--- config.mk ---
export PLATFORM = sky130hd
export DESIGN_NAME = can_sleep_ctl
export DESIGN_NICKNAME = d
export VERILOG_FILES = /design/src/rtl/can_sleep_pkg.sv /design/src/rtl/can_sleep_dp.sv /design/src/rtl/can_sleep_fsm.sv /design/src/rtl/can_sleep_ctl.sv
export SDC_FILE = /design/constraint.sdc
export NUM_CORES = 1
export LEC_CHECK = 0
export BUFFER_PORTS_ARGS = -buffer_cell sky130_fd_sc_hd__buf_2
export CAP_MARGIN = 25
export CORE_UTILIZATION = 25
export DETAILED_ROUTE_END_ITERATION = 10
export GPL_TIMING_DRIVEN = 0
export SETUP_SLACK_MARGIN = 0.2
export SLEW_MARGIN = 20
export SYNTH_ARGS = -nofsm -noshare
export SYNTH_HDL_FRONTEND = slang
export SYNTH_SLANG_ARGS = --single-unit
--- constraint.sdc ---
create_clock -name clk -period 3.44 [get_ports clk]
set_input_delay 0.688 -clock clk [delete_from_list [all_inputs] [get_ports clk]]
set_output_delay 0.688 -clock clk [all_outputs]
set_load 0.01 [all_outputs]
--- src/rtl/can_sleep_pkg.sv ---
package can_sleep_pkg;

  typedef enum logic [2:0] {
    ST_ACTIVE,
    ST_STOPREQ,
    ST_SLEEP,
    ST_WAKE,
    ST_RMWRD,
    ST_RMWWR
  } slpState_t;

  typedef struct packed {
    logic setFlag;
    logic clkOff;
    logic clkOn;
    logic rmwCapture;
    logic rmwWrite;
  } slpStrobe_t;

endpackage

--- src/rtl/can_sleep_dp.sv ---
module can_sleep_dp
  import can_sleep_pkg::*;
#(
  parameter int SYNC_STAGES = 2,
  parameter int REG_W       = 8,
  parameter int INIT_BIT    = 0
) (
  input  logic             clk,
  input  logic             rstN,
  input  logic             rxLine,
  input  logic             wakeFlagClr,
  input  logic             coreStopAck,
  input  slpStrobe_t       strb,
  input  logic [REG_W-1:0] rmwRdData,
  output logic             rxFall,
  output logic             coreClkEn,
  output logic             wakeFlag,
  output logic             rmwRdEn,
  output logic             rmwWrEn,
  output logic [REG_W-1:0] rmwWrData
);

  localparam int LAST = SYNC_STAGES - 1;
  localparam logic [REG_W-1:0] INIT_MASK = REG_W'(1) << INIT_BIT;

  logic [SYNC_STAGES-1:0] syncQ;
  logic                   prevQ;
  logic                   clkEnQ;
  logic                   flagQ;
  logic [REG_W-1:0]       wordQ;

  // receive line synchronizer, idles recessive
  for (genvar i = 0; i < SYNC_STAGES; i++) begin : g_sync
    if (i == 0) begin : g_first
      always_ff @(posedge clk or negedge rstN) begin
        if (!rstN) syncQ[0] <= 1'b1;
        else       syncQ[0] <= rxLine;
      end
    end else begin : g_next
      always_ff @(posedge clk or negedge rstN) begin
        if (!rstN) syncQ[i] <= 1'b1;
        else       syncQ[i] <= syncQ[i-1];
      end
    end
  end

  always_ff @(posedge clk or negedge rstN) begin
    if (!rstN) prevQ <= 1'b1;
    else       prevQ <= syncQ[LAST];
  end

  assign rxFall = prevQ & ~syncQ[LAST];

  // clock gate enable
  always_ff @(posedge clk or negedge rstN) begin
    if (!rstN)            clkEnQ <= 1'b1;
    else if (strb.clkOff) clkEnQ <= 1'b0;
    else if (strb.clkOn)  clkEnQ <= 1'b1;
  end

  // sticky wakeup flag, set wins over clear
  always_ff @(posedge clk or negedge rstN) begin
    if (!rstN)             flagQ <= 1'b0;
    else if (strb.setFlag) flagQ <= 1'b1;
    else if (wakeFlagClr)  flagQ <= 1'b0;
  end

  // read-modify-write capture
  always_ff @(posedge clk or negedge rstN) begin
    if (!rstN)                wordQ <= '0;
    else if (strb.rmwCapture) wordQ <= rmwRdData;
  end

  assign coreClkEn = clkEnQ;
  assign wakeFlag  = flagQ;
  assign rmwRdEn   = strb.rmwCapture;
  assign rmwWrEn   = strb.rmwWrite;
  assign rmwWrData = wordQ & ~INIT_MASK;

  // gate toggles only at an edge where acknowledge was high
  a_r3_gate_on_ack: assert property (@(posedge clk) disable iff (!rstN)
    (coreClkEn != $past(coreClkEn)) |-> $past(coreStopAck));

  // init bit cleared, neighbours kept from the word read
  a_r5_init_cleared: assert property (@(posedge clk) disable iff (!rstN)
    rmwWrEn |-> !rmwWrData[INIT_BIT]);

  a_r5_bits_kept: assert property (@(posedge clk) disable iff (!rstN)
    rmwWrEn |-> ((rmwWrData | INIT_MASK) == ($past(rmwRdData) | INIT_MASK)));

  // write always preceded by a read cycle
  a_r5_read_first: assert property (@(posedge clk) disable iff (!rstN)
    rmwWrEn |-> $past(rmwRdEn));

endmodule

--- src/rtl/can_sleep_fsm.sv ---
module can_sleep_fsm
  import can_sleep_pkg::*;
(
  input  logic       clk,
  input  logic       rstN,
  input  logic       hostStopReq,
  input  logic       wakeEn,
  input  logic       autoWakeEn,
  input  logic       coreStopAck,
  input  logic       rxFall,
  input  logic       coreClkEn,
  output logic       coreStopReq,
  output slpStrobe_t strb
);

  slpState_t stateQ, stateD;
  logic      armedQ;
  logic      autoQ;
  logic      hwWake;

  always_comb begin
    stateD = stateQ;
    strb   = '0;
    hwWake = 1'b0;
    unique case (stateQ)
      ST_ACTIVE: begin
        if (hostStopReq && armedQ) stateD = ST_STOPREQ;
      end
      ST_STOPREQ: begin
        if (coreStopAck) begin
          stateD      = ST_SLEEP;
          strb.clkOff = 1'b1;
        end else if (!hostStopReq) begin
          stateD = ST_WAKE;
        end
      end
      ST_SLEEP: begin
        if (wakeEn && rxFall) begin
          stateD       = ST_WAKE;
          strb.clkOn   = 1'b1;
          strb.setFlag = 1'b1;
          hwWake       = 1'b1;
        end else if (!hostStopReq) begin
          stateD     = ST_WAKE;
          strb.clkOn = 1'b1;
        end
      end
      ST_WAKE: begin
        if (!coreStopAck) stateD = autoQ ? ST_RMWRD : ST_ACTIVE;
      end
      ST_RMWRD: begin
        strb.rmwCapture = 1'b1;
        stateD          = ST_RMWWR;
      end
      ST_RMWWR: begin
        strb.rmwWrite = 1'b1;
        stateD        = ST_ACTIVE;
      end
      default: stateD = ST_ACTIVE;
    endcase
  end

  always_ff @(posedge clk or negedge rstN) begin
    if (!rstN) stateQ <= ST_ACTIVE;
    else       stateQ <= stateD;
  end

  // host request must be seen low before a new stop after bus wakeup
  always_ff @(posedge clk or negedge rstN) begin
    if (!rstN)            armedQ <= 1'b1;
    else if (!hostStopReq) armedQ <= 1'b1;
    else if (hwWake)      armedQ <= 1'b0;
  end

  always_ff @(posedge clk or negedge rstN) begin
    if (!rstN)                    autoQ <= 1'b0;
    else if (hwWake)              autoQ <= autoWakeEn;
    else if (stateQ == ST_ACTIVE) autoQ <= 1'b0;
  end

  assign coreStopReq = (stateQ == ST_STOPREQ) || (stateQ == ST_SLEEP);

  // armed host request reaches the core one edge later
  a_r2_req_forward: assert property (@(posedge clk) disable iff (!rstN)
    (stateQ == ST_ACTIVE && hostStopReq && armedQ) |=> coreStopReq);

  // core clock is off for the whole sleep
  a_r4_off_asleep: assert property (@(posedge clk) disable iff (!rstN)
    (stateQ == ST_SLEEP) |-> !coreClkEn);

  // enabled bus activity ends sleep at the next edge
  a_r4_bus_wake: assert property (@(posedge clk) disable iff (!rstN)
    (stateQ == ST_SLEEP && wakeEn && rxFall) |=> (!coreStopReq && coreClkEn));

  // without auto-wakeup the wake state leads straight back to active
  a_r6_no_rmw: assert property (@(posedge clk) disable iff (!rstN)
    (stateQ == ST_WAKE && !autoQ) |=> (stateQ == ST_WAKE || stateQ == ST_ACTIVE));

  // a new stop request only starts when armed
  a_r9_rearm: assert property (@(posedge clk) disable iff (!rstN)
    (!coreStopReq ##1 coreStopReq) |-> $past(armedQ));

endmodule

--- src/rtl/can_sleep_ctl.sv ---
module can_sleep_ctl
  import can_sleep_pkg::*;
#(
  parameter int SYNC_STAGES = 2,
  parameter int REG_W       = 8,
  parameter int INIT_BIT    = 0
) (
  input  logic             clk,
  input  logic             rstN,
  input  logic             hostStopReq,
  input  logic             wakeEn,
  input  logic             autoWakeEn,
  input  logic             wakeFlagClr,
  input  logic             rxLine,
  input  logic             coreStopAck,
  output logic             coreStopReq,
  output logic             coreClkEn,
  output logic             wakeFlag,
  output logic             rmwRdEn,
  input  logic [REG_W-1:0] rmwRdData,
  output logic             rmwWrEn,
  output logic [REG_W-1:0] rmwWrData
);

  slpStrobe_t strb;
  logic       rxFall;

  can_sleep_fsm u_fsm (
    .clk         (clk),
    .rstN        (rstN),
    .hostStopReq (hostStopReq),
    .wakeEn      (wakeEn),
    .autoWakeEn  (autoWakeEn),
    .coreStopAck (coreStopAck),
    .rxFall      (rxFall),
    .coreClkEn   (coreClkEn),
    .coreStopReq (coreStopReq),
    .strb        (strb)
  );

  can_sleep_dp #(
    .SYNC_STAGES (SYNC_STAGES),
    .REG_W       (REG_W),
    .INIT_BIT    (INIT_BIT)
  ) u_dp (
    .clk         (clk),
    .rstN        (rstN),
    .rxLine      (rxLine),
    .wakeFlagClr (wakeFlagClr),
    .coreStopAck (coreStopAck),
    .strb        (strb),
    .rmwRdData   (rmwRdData),
    .rxFall      (rxFall),
    .coreClkEn   (coreClkEn),
    .wakeFlag    (wakeFlag),
    .rmwRdEn     (rmwRdEn),
    .rmwWrEn     (rmwWrEn),
    .rmwWrData   (rmwWrData)
  );

endmodule

==> results by group <==
Status
  – Status: finished, violations left
  – Failing checks: design-rule violations

Floorplan
  – Starting Density: 0.2689
  – Die ar.: between 3000 and 4000 um2
  – IO Pins: 29
  – Die X: between 50 and 60 um
  – Rows: 19
  – Die Ht: around 57 um
  – Core footprint: around 2800 um2

Timing
  – Final Hold Vio Count: 0
  – Sum Neg Setup Slack: 0 ns
  – Fmax: 471.7 MHz
  – RSZ-0062 raised after global routing: false
  – Max-slew violation count: 0
  – Clock Skew: between 0.003 and 0.004 ns
  – Final Setup Violations: 0
  – Final Critical Period: ~2.1 ns
  – Fin crit share: 0.6163

Pwr
  – Pwr dens: 695.3 nW/um2
  – Worst ir drop on vdd: 0.3677 mV
  – Leakage: 0.4873 nW
  – Pwr Total: 0.6673 mW

Yosys
  – Post-synth EDFFs: 0
  – Sequential fraction of the synthesis area: 0.5674
  – Synth Area in Simple Gates: 0.1151
  – Synth warnings: 0
  – Synth Flop Type: dfrtp_1
  – Mux cell area share after synthesis: 0.1184
  – Xor/xnor share of the synthesized area: 0
  – #FFs+latches synth: 17
  – Adder-Cell Fraction of Synth Area: 0
  – Async SR Flop Fraction: 1.000
  – Largest family of logic cells by synthesized area: compound AO/OA/AOI/OAI gates
  – Mapped Cells: between 60 and 70
  – Synthesized area per cell: roughly 12 um2
  – Complex-gate fraction of the synthesized area: 0.1431
  – Syn nets: between 70 and 80
  – Post-Syn Area: roughly 760 um2
  – Count of cell types in the netlist: 26

Clock network
  – Worst-path clk slew: roughly 0.11 ns
  – Skew-Pair Late Insertion Delay: 0.30 ns
  – Clock Tree Root: clkbuf_4
  – Postcts setup bufs: 0
  – CTS tree: done
  – TritonCTS buffer count: 3
  – Htree depth: 1
  – Post-cts resize count: 0
  – Bufs on Longest Clock Path: 2
  – CTS Hold Bufs: 0
  – TritonCTS Sinks: 17

Placed design
  – RePlAce Congestion: roughly 0.84
  – Hpwl dp: ~1100 um
  – Port Buffer Count: 26

Worst setup path
  – CP Capture Type: output port
  – Crit-path max FO: 9
  – R2R setup slack: 2.03 ns
  – Kind of critical path: reg2out
  – Worst endpoint required time: 2.75 ns
  – Critical Path AT: around 1.4 ns
  – Crit path launch type: flop

Global route
  – GR Overflow Total: 0
  – Largest net degree at the start of global routing: 18
  – First-pass GRT wire length: between 2000 and 3000 um
  – Vias in the first global route: just under 600
  – Antenna violations before repair: 0
  – Total global-route track usage: 0.1031

Drt
  – Detailed-route wire length per cell: approximately 12 um
  – Vias/cell: 4.672
  – Via Count: 570
  – TritonRoute pass-1 iters: 7
  – DRT iter0 DRCs: 13
  – ANT nets after route: 0
  – Routed wire length: 1474 um
  – DRC: 4

Layout
  – Area growth syn-to-layout: 26.15%
  – Antenna Cells: 0
  – Layout Utilization: 0.3392
  – NumNets Final: roughly 110
  – Number of fillers in the final layout: 290
  – Fraction of layout cells with a size suffix above 1: 0.5604

Min path
  – Worst hold path type: in2async

Run
  – Max-Cap Viols: 0
[Yosys cell counts (2+ instances only)]
| cell type | n | area share |
|---|---|---|
| nand2b_1 | 2 | 0.016 |
| nor3b_1 | 2 | 0.020 |
| dfrtp_1 | 12 | 0.39 |
| mux2_2 | 7 | 0.10 |
| buf_4 | 3 | 0.030 |
| a32oi_1 | 2 | 0.023 |
| o21ai_0 | 2 | 0.013 |
| inv_1 | 2 | 0.0099 |
| dfstp_2 | 5 | 0.17 |
| nor2_1 | 5 | 0.025 |
| a21oi_1 | 3 | 0.020 |
| a211oi_1 | 2 | 0.020 |
[final cells by class]
cell class	instances	area (um2)	share of cell area
Sequential cell	17	431.7	0.4498
Multi-Input combinational cell	37	290.3	0.3025
Tap cell	31	38.79	0.04042
Inverter	3	11.26	0.01173
Buffer	4	27.53	0.02868
Timing Repair Buffer	26	130.1	0.1356
Clock buffer	3	22.52	0.02347
Clock inverter	1	7.507	0.007823
[cell families after synthesis]
logic type / count (synthesis)
compound gates: 15
buf+inv: 7
flops: 17
mux: 8
other cells: 1
simple gates: 13
[through the flow]
step / cell area (um2) / cells / setup WS, ns / hold slack, ns
CTS: 959.7 / 122 / 1.280 / 0.2828
detailed placement: 929.6 / 118 / 1.626 / 0.3475
floorplan: 760.7 / 61 / 1.771 / 0.3452
finish: 959.7 / 122 / 1.320 / 0.2858
global placement: 929.6 / 118 / 1.668 / 0.3461
global route: 959.7 / 122 / 1.191 / 0.2959
[critical path, cell delays in order (launching register included)]
cell     delay, ns
dfrtp_1       0.47
nor3_4        0.45
buf_2         0.22
[per-layer routing]
layer,global-route usage,vias up,part of all wire
met5,0,-,0
met4,0.02091,0,0
met3,0.05215,0,0.10
met2,0.1613,29,0.44
met1,0.1290,266,0.46
li1,-,275,-
[sequential cells by signal, indices dropped and copies added (netlist names)]
name,flops
u_dp.wordQ,7
u_fsm.stateQ,3
u_dp.syncQ,2
u_dp.coreClkEn,1
u_dp.prevQ,1
u_dp.wakeFlag,1
u_fsm.armedQ,1
u_fsm.autoQ,1
[power breakdown]
group          internal, mW  switching (mW)  total (mW)
clock                0.0443          0.0678       0.112
combinational         0.124           0.129       0.253
sequential            0.262          0.0402       0.302
total                 0.430           0.237       0.667
[worst paths after layout]
check	start	endpoint	cells past startpoint
max in group asynchronous	rstN	u_dp.coreClkEn	1
setup reg to reg	u_fsm.stateQ[0]	u_dp.wordQ[2]	2
min in group clk	u_dp.syncQ[0]	u_dp.syncQ[1]	0
hold reg to reg	u_dp.syncQ[0]	u_dp.syncQ[1]	0
hold / removal	rstN	u_dp.wordQ[4]	1
setup / recovery	u_fsm.stateQ[0]	rmwRdEn	2
[placed cells by master, fill, tap and decap left out]
cell / count
inv_2: 1
nor2_1: 5
a311o_1: 1
nand2b_1: 2
o21ai_0: 2
a32oi_1: 2
a41o_1: 1
buf_4: 3
mux2_2: 7
mux2_1: 1
and4bb_2: 1
clkbuf_4: 3
o31a_1: 1
a21bo_2: 1
inv_1: 2
nand2_1: 1
clkinvlp_4: 1
a21o_1: 1
nor3b_1: 2
buf_2: 27
a21oi_1: 3
o21ai_1: 1
dfrtp_1: 12
dfstp_2: 5
nor3_4: 1
a211oi_1: 2
conb_1: 1
and2b_2: 1
Note: power is estimated with default switching activity, not from simulation.
